<file path="config.mk">
export PLATFORM = sky130hd
export DESIGN_NAME = icMissFill
export DESIGN_NICKNAME = d
export VERILOG_FILES = /design/src/rtl/icFillPkg.sv /design/src/rtl/icFillCtrl.sv /design/src/rtl/icFillPath.sv /design/src/rtl/icMissFill.sv
export SDC_FILE = /design/constraint.sdc
export NUM_CORES = 1
export LEC_CHECK = 0
export ABC_AREA = 1
export BUFFER_PORTS_ARGS = -buffer_cell sky130_fd_sc_hd__buf_2
export CAP_MARGIN = 20
export CORE_MARGIN = 2
export CORE_UTILIZATION = 30
export CTS_CLUSTER_DIAMETER = 50
export DETAILED_ROUTE_END_ITERATION = 8
export GPL_ROUTABILITY_DRIVEN = 1
export HOLD_SLACK_MARGIN = 0.15
export PLACE_DENSITY = 0.56
export SLEW_MARGIN = 10
export SYNTH_ARGS = -nofsm -noshare
export SYNTH_HDL_FRONTEND = slang
export SYNTH_SLANG_ARGS = --single-unit
</file>
<file path="constraint.sdc">
create_clock -name clk -period 6.3 [get_ports clk]
set_input_delay 1.26 -clock clk [delete_from_list [all_inputs] [get_ports clk]]
set_output_delay 1.26 -clock clk [all_outputs]
set_load 0.01 [all_outputs]
</file>
<file path="src/rtl/icFillPkg.sv">
package icFillPkg;

  typedef enum logic [2:0] {
    ST_IDLE,
    ST_FETCH,
    ST_WRDATA,
    ST_WRTAG,
    ST_DONE
  } fillState_e;

  // strobes from control to datapath
  typedef struct packed {
    logic capture;    // latch the missing address
    logic storeWord;  // a memory word is arriving
    logic writeStep;  // one data-array word is being written
    logic selNop;     // drive the no-operation encoding
    logic selFill;    // deliver the critical word from the line buffer
  } fillStrobe_t;

endpackage

</file>
<file path="src/rtl/icFillCtrl.sv">
module icFillCtrl
  import icFillPkg::*;
(
  input  logic        clk,
  input  logic        rstN,
  input  logic        fetchValid,
  input  logic        tagHit,
  input  logic        memValid,
  input  logic        lastWord,
  output fillStrobe_t strobe,
  output logic        memReq,
  output logic        dataWe,
  output logic        tagWe,
  output logic        stall
);

  fillState_e state, stateNext;
  logic missNow;

  always_comb begin
    missNow = (state == ST_IDLE) && fetchValid && !tagHit;
    stall   = missNow || (state == ST_FETCH) || (state == ST_WRDATA) || (state == ST_WRTAG);
    memReq  = (state == ST_FETCH);
    dataWe  = (state == ST_WRDATA);
    tagWe   = (state == ST_WRTAG);

    strobe.capture   = missNow;
    strobe.storeWord = (state == ST_FETCH) && memValid;
    strobe.writeStep = (state == ST_WRDATA);
    strobe.selNop    = stall;
    strobe.selFill   = (state == ST_DONE);
  end

  always_comb begin
    stateNext = state;
    unique case (state)
      ST_IDLE:   if (missNow) stateNext = ST_FETCH;
      ST_FETCH:  if (memValid && lastWord) stateNext = ST_WRDATA;
      ST_WRDATA: if (lastWord) stateNext = ST_WRTAG;
      ST_WRTAG:  stateNext = ST_DONE;
      ST_DONE:   stateNext = ST_IDLE;
      default:   stateNext = ST_IDLE;
    endcase
  end

  always_ff @(posedge clk or negedge rstN) begin
    if (!rstN) state <= ST_IDLE;
    else       state <= stateNext;
  end


  tag_after_data_chk: assert property (@(posedge clk) disable iff (!rstN)
    tagWe |-> $past(dataWe));


  release_after_tag_chk: assert property (@(posedge clk) disable iff (!rstN)
    tagWe |=> !stall);


  req_hold_chk: assert property (@(posedge clk) disable iff (!rstN)
    memReq && !memValid |=> memReq);

endmodule

</file>
<file path="src/rtl/icFillPath.sv">
module icFillPath
  import icFillPkg::*;
#(
  parameter int ADDR_W = 12,
  parameter int WORD_W = 32,
  parameter int WORDS  = 4,
  parameter int SETS   = 16,
  parameter logic [WORD_W-1:0] NOP_WORD = 'h13,
  localparam int OFF_W  = $clog2(WORDS),
  localparam int IDX_W  = $clog2(SETS),
  localparam int LINE_W = ADDR_W - OFF_W,
  localparam int TAG_W  = LINE_W - IDX_W
) (
  input  logic              clk,
  input  logic              rstN,
  input  fillStrobe_t       strobe,
  input  logic [ADDR_W-1:0] fetchAddr,
  input  logic [WORD_W-1:0] memData,
  input  logic [WORD_W-1:0] hitInstr,
  output logic [ADDR_W-1:0] memAddr,
  output logic [IDX_W-1:0]  dataSet,
  output logic [OFF_W-1:0]  dataWord,
  output logic [WORD_W-1:0] dataWdata,
  output logic [TAG_W-1:0]  tagValue,
  output logic [WORD_W-1:0] irData,
  output logic              lastWord
);

  localparam logic [OFF_W-1:0] LAST_OFF = OFF_W'(WORDS - 1);

  logic [LINE_W-1:0] lineAddr;
  logic [OFF_W-1:0]  critIdx;
  logic [OFF_W-1:0]  reqIdx;
  logic [OFF_W-1:0]  cnt;
  logic [WORD_W-1:0] bufWords [WORDS];

  always_ff @(posedge clk or negedge rstN) begin
    if (!rstN) begin
      lineAddr <= '0;
      critIdx  <= '0;
      reqIdx   <= '0;
      cnt      <= '0;
    end else if (strobe.capture) begin
      lineAddr <= fetchAddr[ADDR_W-1:OFF_W];
      critIdx  <= fetchAddr[OFF_W-1:0];
      reqIdx   <= fetchAddr[OFF_W-1:0];
      cnt      <= '0;
    end else if (strobe.storeWord) begin
      reqIdx <= (reqIdx == LAST_OFF) ? '0 : reqIdx + 1'b1;
      cnt    <= (cnt == LAST_OFF) ? '0 : cnt + 1'b1;
    end else if (strobe.writeStep) begin
      cnt <= (cnt == LAST_OFF) ? '0 : cnt + 1'b1;
    end
  end

  for (genvar w = 0; w < WORDS; w++) begin : g_buf
    logic [WORD_W-1:0] wordQ;
    always_ff @(posedge clk) begin
      if (strobe.storeWord && reqIdx == OFF_W'(w)) wordQ <= memData;
    end
    assign bufWords[w] = wordQ;
  end

  assign lastWord  = (cnt == LAST_OFF);
  assign memAddr   = {lineAddr, reqIdx};
  assign dataSet   = lineAddr[IDX_W-1:0];
  assign tagValue  = lineAddr[LINE_W-1:IDX_W];
  assign dataWord  = cnt;
  assign dataWdata = bufWords[cnt];

  always_comb begin
    if (strobe.selNop)       irData = NOP_WORD;
    else if (strobe.selFill) irData = bufWords[critIdx];
    else                     irData = hitInstr;
  end


  wrap_complete_chk: assert property (@(posedge clk) disable iff (!rstN)
    strobe.storeWord && lastWord |=> reqIdx == critIdx);


  write_seq_chk: assert property (@(posedge clk) disable iff (!rstN)
    strobe.writeStep && !lastWord |=> strobe.writeStep && cnt == $past(cnt) + 1'b1);

endmodule

</file>
<file path="src/rtl/icMissFill.sv">
module icMissFill
  import icFillPkg::*;
#(
  parameter int ADDR_W = 12,
  parameter int WORD_W = 32,
  parameter int WORDS  = 4,
  parameter int SETS   = 16,
  parameter logic [WORD_W-1:0] NOP_WORD = 'h13,
  localparam int OFF_W = $clog2(WORDS),
  localparam int IDX_W = $clog2(SETS),
  localparam int TAG_W = ADDR_W - OFF_W - IDX_W
) (
  input  logic              clk,
  input  logic              rstN,
  input  logic              fetchValid,
  input  logic [ADDR_W-1:0] fetchAddr,
  input  logic              tagHit,
  input  logic [WORD_W-1:0] hitInstr,
  output logic              stall,
  output logic [WORD_W-1:0] irData,
  output logic              memReq,
  output logic [ADDR_W-1:0] memAddr,
  input  logic              memValid,
  input  logic [WORD_W-1:0] memData,
  output logic              dataWe,
  output logic [IDX_W-1:0]  dataSet,
  output logic [OFF_W-1:0]  dataWord,
  output logic [WORD_W-1:0] dataWdata,
  output logic              tagWe,
  output logic [IDX_W-1:0]  tagSet,
  output logic [TAG_W-1:0]  tagValue
);

  fillStrobe_t strobe;
  logic lastWord;

  icFillCtrl ctrl_i (
    .clk(clk), .rstN(rstN), .fetchValid(fetchValid), .tagHit(tagHit),
    .memValid(memValid), .lastWord(lastWord), .strobe(strobe),
    .memReq(memReq), .dataWe(dataWe), .tagWe(tagWe), .stall(stall)
  );

  icFillPath #(
    .ADDR_W(ADDR_W), .WORD_W(WORD_W), .WORDS(WORDS), .SETS(SETS), .NOP_WORD(NOP_WORD)
  ) path_i (
    .clk(clk), .rstN(rstN), .strobe(strobe), .fetchAddr(fetchAddr),
    .memData(memData), .hitInstr(hitInstr), .memAddr(memAddr),
    .dataSet(dataSet), .dataWord(dataWord), .dataWdata(dataWdata),
    .tagValue(tagValue), .irData(irData), .lastWord(lastWord)
  );

  assign tagSet = dataSet;


  nop_on_stall_chk: assert property (@(posedge clk) disable iff (!rstN)
    stall |-> irData == NOP_WORD);


  addr_stable_chk: assert property (@(posedge clk) disable iff (!rstN)
    memReq && !memValid |=> $stable(memAddr));

endmodule

</file>
==> impl_metrics.toml <==
[floorplan]
fp.dieArea_mm2 = 0.0256
fp.dieW_um = 160
coreArea_mm2 = 0.0241
io_pins = 177
die_h_um = 160
initial_core_util_pct = 30.2
core.rowCount = 57

[global_route]
gr-usage-met1_pct = 21.4
grt_pass1_vias = 5860
busiest_layer = "met2"
grt_use_met3_pct = 3.92
antenna_found_initial = 3
overflow = 0
grtUsageTotal_pct = 17.0
grt_pass1_wl_um = 33200
grt_max_degree = 69
grt_use_met2_pct = 28.8

[route]
wl_per_cell_um = 17.2
viasPerCell = 4.91
route.detailed.drc = 0
wl_um = 21600
dr.pass1.iters = 5
ant_nets = 0
drt_iter0_drc = 428
num_vias = 6157

[flow_run]
drv_cap = 0

[synth]
seq_area_frac_synth_pct = 59.3
synthCells = 773
synth.avg_cell_area_um2 = 9.43
synth_area_mm2 = 0.00729
syn_nets = 859
ys_seq_elements = 147
ys.warnings.count = 0
ys_types = 27

[critical_path]
rr_worst_depth = 3
crit_chain = "clkinv_1 -> buf_4 -> nand3_1 -> nand3_1 -> nand3_1 -> buf_2"
startpoint_type = "register"
cp_max_fo = 33
critPathArrivalTime_ns = 2.96
worstPathRequired_ns = 5.04
cpMaxStageDelayCell = "dfrtp_2"
cp-end-kind = "output pin"
slowest_delay_ns = 0.94
crit_path_frequent_cell = "nand3_1"
critPathKind = "reg2out"
reg2reg_slack_ns = 3.94
r2r-start = "path_i.critIdx[1]"
r2r_end = "path_i.critIdx[1]"

[hold_path]
hold_path_end = "path_i.lineAddr[6]"
worstHoldStart = "path_i.lineAddr[6]"
holdPathStages = 2
min_path_type = "reg2reg"

[clocking]
cts_resized = 0
clock_path_buffers = 2
cts_setup_buffers = 0
root_buffer = "clkbuf_16"
cts_tree = "done"
cts_sinks = 147
clk_latency_ns = 0.42
clkTransAtPathRegs_ns = 0.06
cts_max_level = 4
cts_buffers = 17
hold_buffers = 0

[final_layout]
final_util_pct = 36.7
nFillCells = 2440
nets = 1000
area.growth.synth_to_final_pct = 21.3
drive_above_1_share_pct = 26.8

[sta]
rsz0062_at_grt = "no"
setup_tns_ns = 0
setup_viol_count_final = 0
finalHoldViolations = 0
clock-skew-final_ns = 0.00641
fin_crit_sh_pct = 66.9
drv_slew = 0
relSlewSlack_pct = 41.1
tightest_slew_ns = 0.884
fmax_mhz = 237
finalCriticalPeriod_ns = 4.22

[power_and_ir_drop]
p_leak_nw = 3.63
power.internal_w = 0.00238
total_power_w = 0.00421
power_frac_clock_pct = 21.5
power_density_mw_per_mm2 = 476
pwr-share-seq_pct = 33.2
comb_power_share_pct = 45.3
ir_drop_v = 0.000197
switchingPower_w = 0.00183
switching_share_pct = 43.5

[outcome]
outcome = "complete, no violations"

[placement]
routabilityCongestion = 0.771
place_hpwl_um = 13100
port_buffers = 176
-- layout by cell type, fill, tap and decap left out, types with 16 or more instances in the layout --
| master | Yosys | layout |
|---|---|---|
| nand2_1 | 181 | 181 |
| clkbuf_16 | 0 | 17 |
| o21ai_1 | 17 | 17 |
| buf_2 | 24 | 176 |
| inv_1 | 19 | 17 |
| nand3_1 | 79 | 79 |
| o22ai_1 | 32 | 32 |
| a21oi_1 | 29 | 29 |
| dfrtp_1 | 19 | 16 |
| edfxtp_1 | 128 | 128 |
| o21ai_0 | 69 | 69 |
| nor2_1 | 102 | 98 |
-- routing by layer --
metal,vias up,share of wire (%)
li1,2954,-
met1,2883,42
met2,285,49
met3,33,7.0
met4,2,1.9
met5,-,0.051
-- synth_stat cells (all sizes together) --
library cell | count | area share [%]
nand2 | 184 | 9.6
edfxtp | 128 | 53
nor2 | 104 | 5.5
o21ai | 96 | 7.1
nand3 | 81 | 5.8
buf | 49 | 4.5
o22ai | 32 | 2.7
a21oi | 29 | 2.0
inv | 24 | 1.3
dfrtp | 19 | 6.5
clkbuf | 17 | 0.88
ha | 5 | 0.86
nand4 | 3 | 0.26
nor3 | 2 | 0.14
-- cell type report --
type	count	area, µm²	area share, %
well taps	324	405	4.59
diodes	2	5.00	0.0566
inverters	24	92.6	1.05
repair buffers	188	971	11.0
multi-input cells	536	2510	28.4
clock buffers	17	425	4.81
flip-flops and latches	147	4320	48.9
clock inverters	15	108	1.22
-- flip-flops by register name, indices dropped and copies added (netlist names) --
signal	cells
path_i.g_buf.wordQ	128
path_i.lineAddr	10
ctrl_i.state	3
path_i.critIdx	2
path_i.dataWord	2
path_i.reqIdx	2
-- power by group through the flow --
stage | sequential [W] | combinational, W | clock [W]
after floorplan | 0.00139 | 0.00128 | 0
after global placement | 0.00141 | 0.00194 | 0
after detailed placement | 0.00142 | 0.00194 | 0
after CTS | 0.00140 | 0.00194 | 0.000930
after global routing | 0.00142 | 0.00213 | 0.000968
final | 0.00140 | 0.00191 | 0.000905
-- stage by stage --
| step | cell area (µm²) | cells | hold WS [ns] | setup slack [ns] |
|---|---|---|---|---|
| 3_3_place_gp | 8300 | 1219 | 0.477 | 2.39 |
| 5_1_grt | 8840 | 1252 | 0.512 | 1.88 |
| 2_1_floorplan | 7290 | 773 | 0.535 | 3.15 |
| 4_1_cts | 8840 | 1251 | 0.502 | 2.01 |
| 3_5_place_dp | 8300 | 1219 | 0.487 | 2.38 |
| 6_report | 8840 | 1253 | 0.497 | 2.08 |
-- kinds of logic (layout without fill, tap and decap cells) --
logic type / Yosys count / after routing / synth area share, %
and+or+nand+nor: 374 / 374 / 21.3
AOI/OAI and AO/OA: 157 / 157 / 11.8
DFF: 147 / 147 / 59.3
buffers and inverters: 90 / 244 / 6.68
adders and majority gates: 5 / 5 / 0.859
other: 0 / 2 / 0
-- worst max-delay path: cells and delay by family, from the launching register on --
family | cells | cell delay (ns)
buf+inv | 3 | 1.30
simple gates | 3 | 0.29
flops | 1 | 0.94
-- worst max-delay path by stage --
stage	start	to	slack [ns]	cells past startpoint
after CTS	path_i.critIdx[1]	irData[1]	2.01	6
after detailed placement	tagHit	irData[31]	2.38	8
final	path_i.critIdx[1]	irData[1]	2.08	6
after global routing	path_i.critIdx[1]	irData[1]	1.88	6
after global placement	tagHit	irData[2]	2.39	8
after floorplan	tagHit	irData[10]	3.15	7
(Power assumes the default switching activity.)
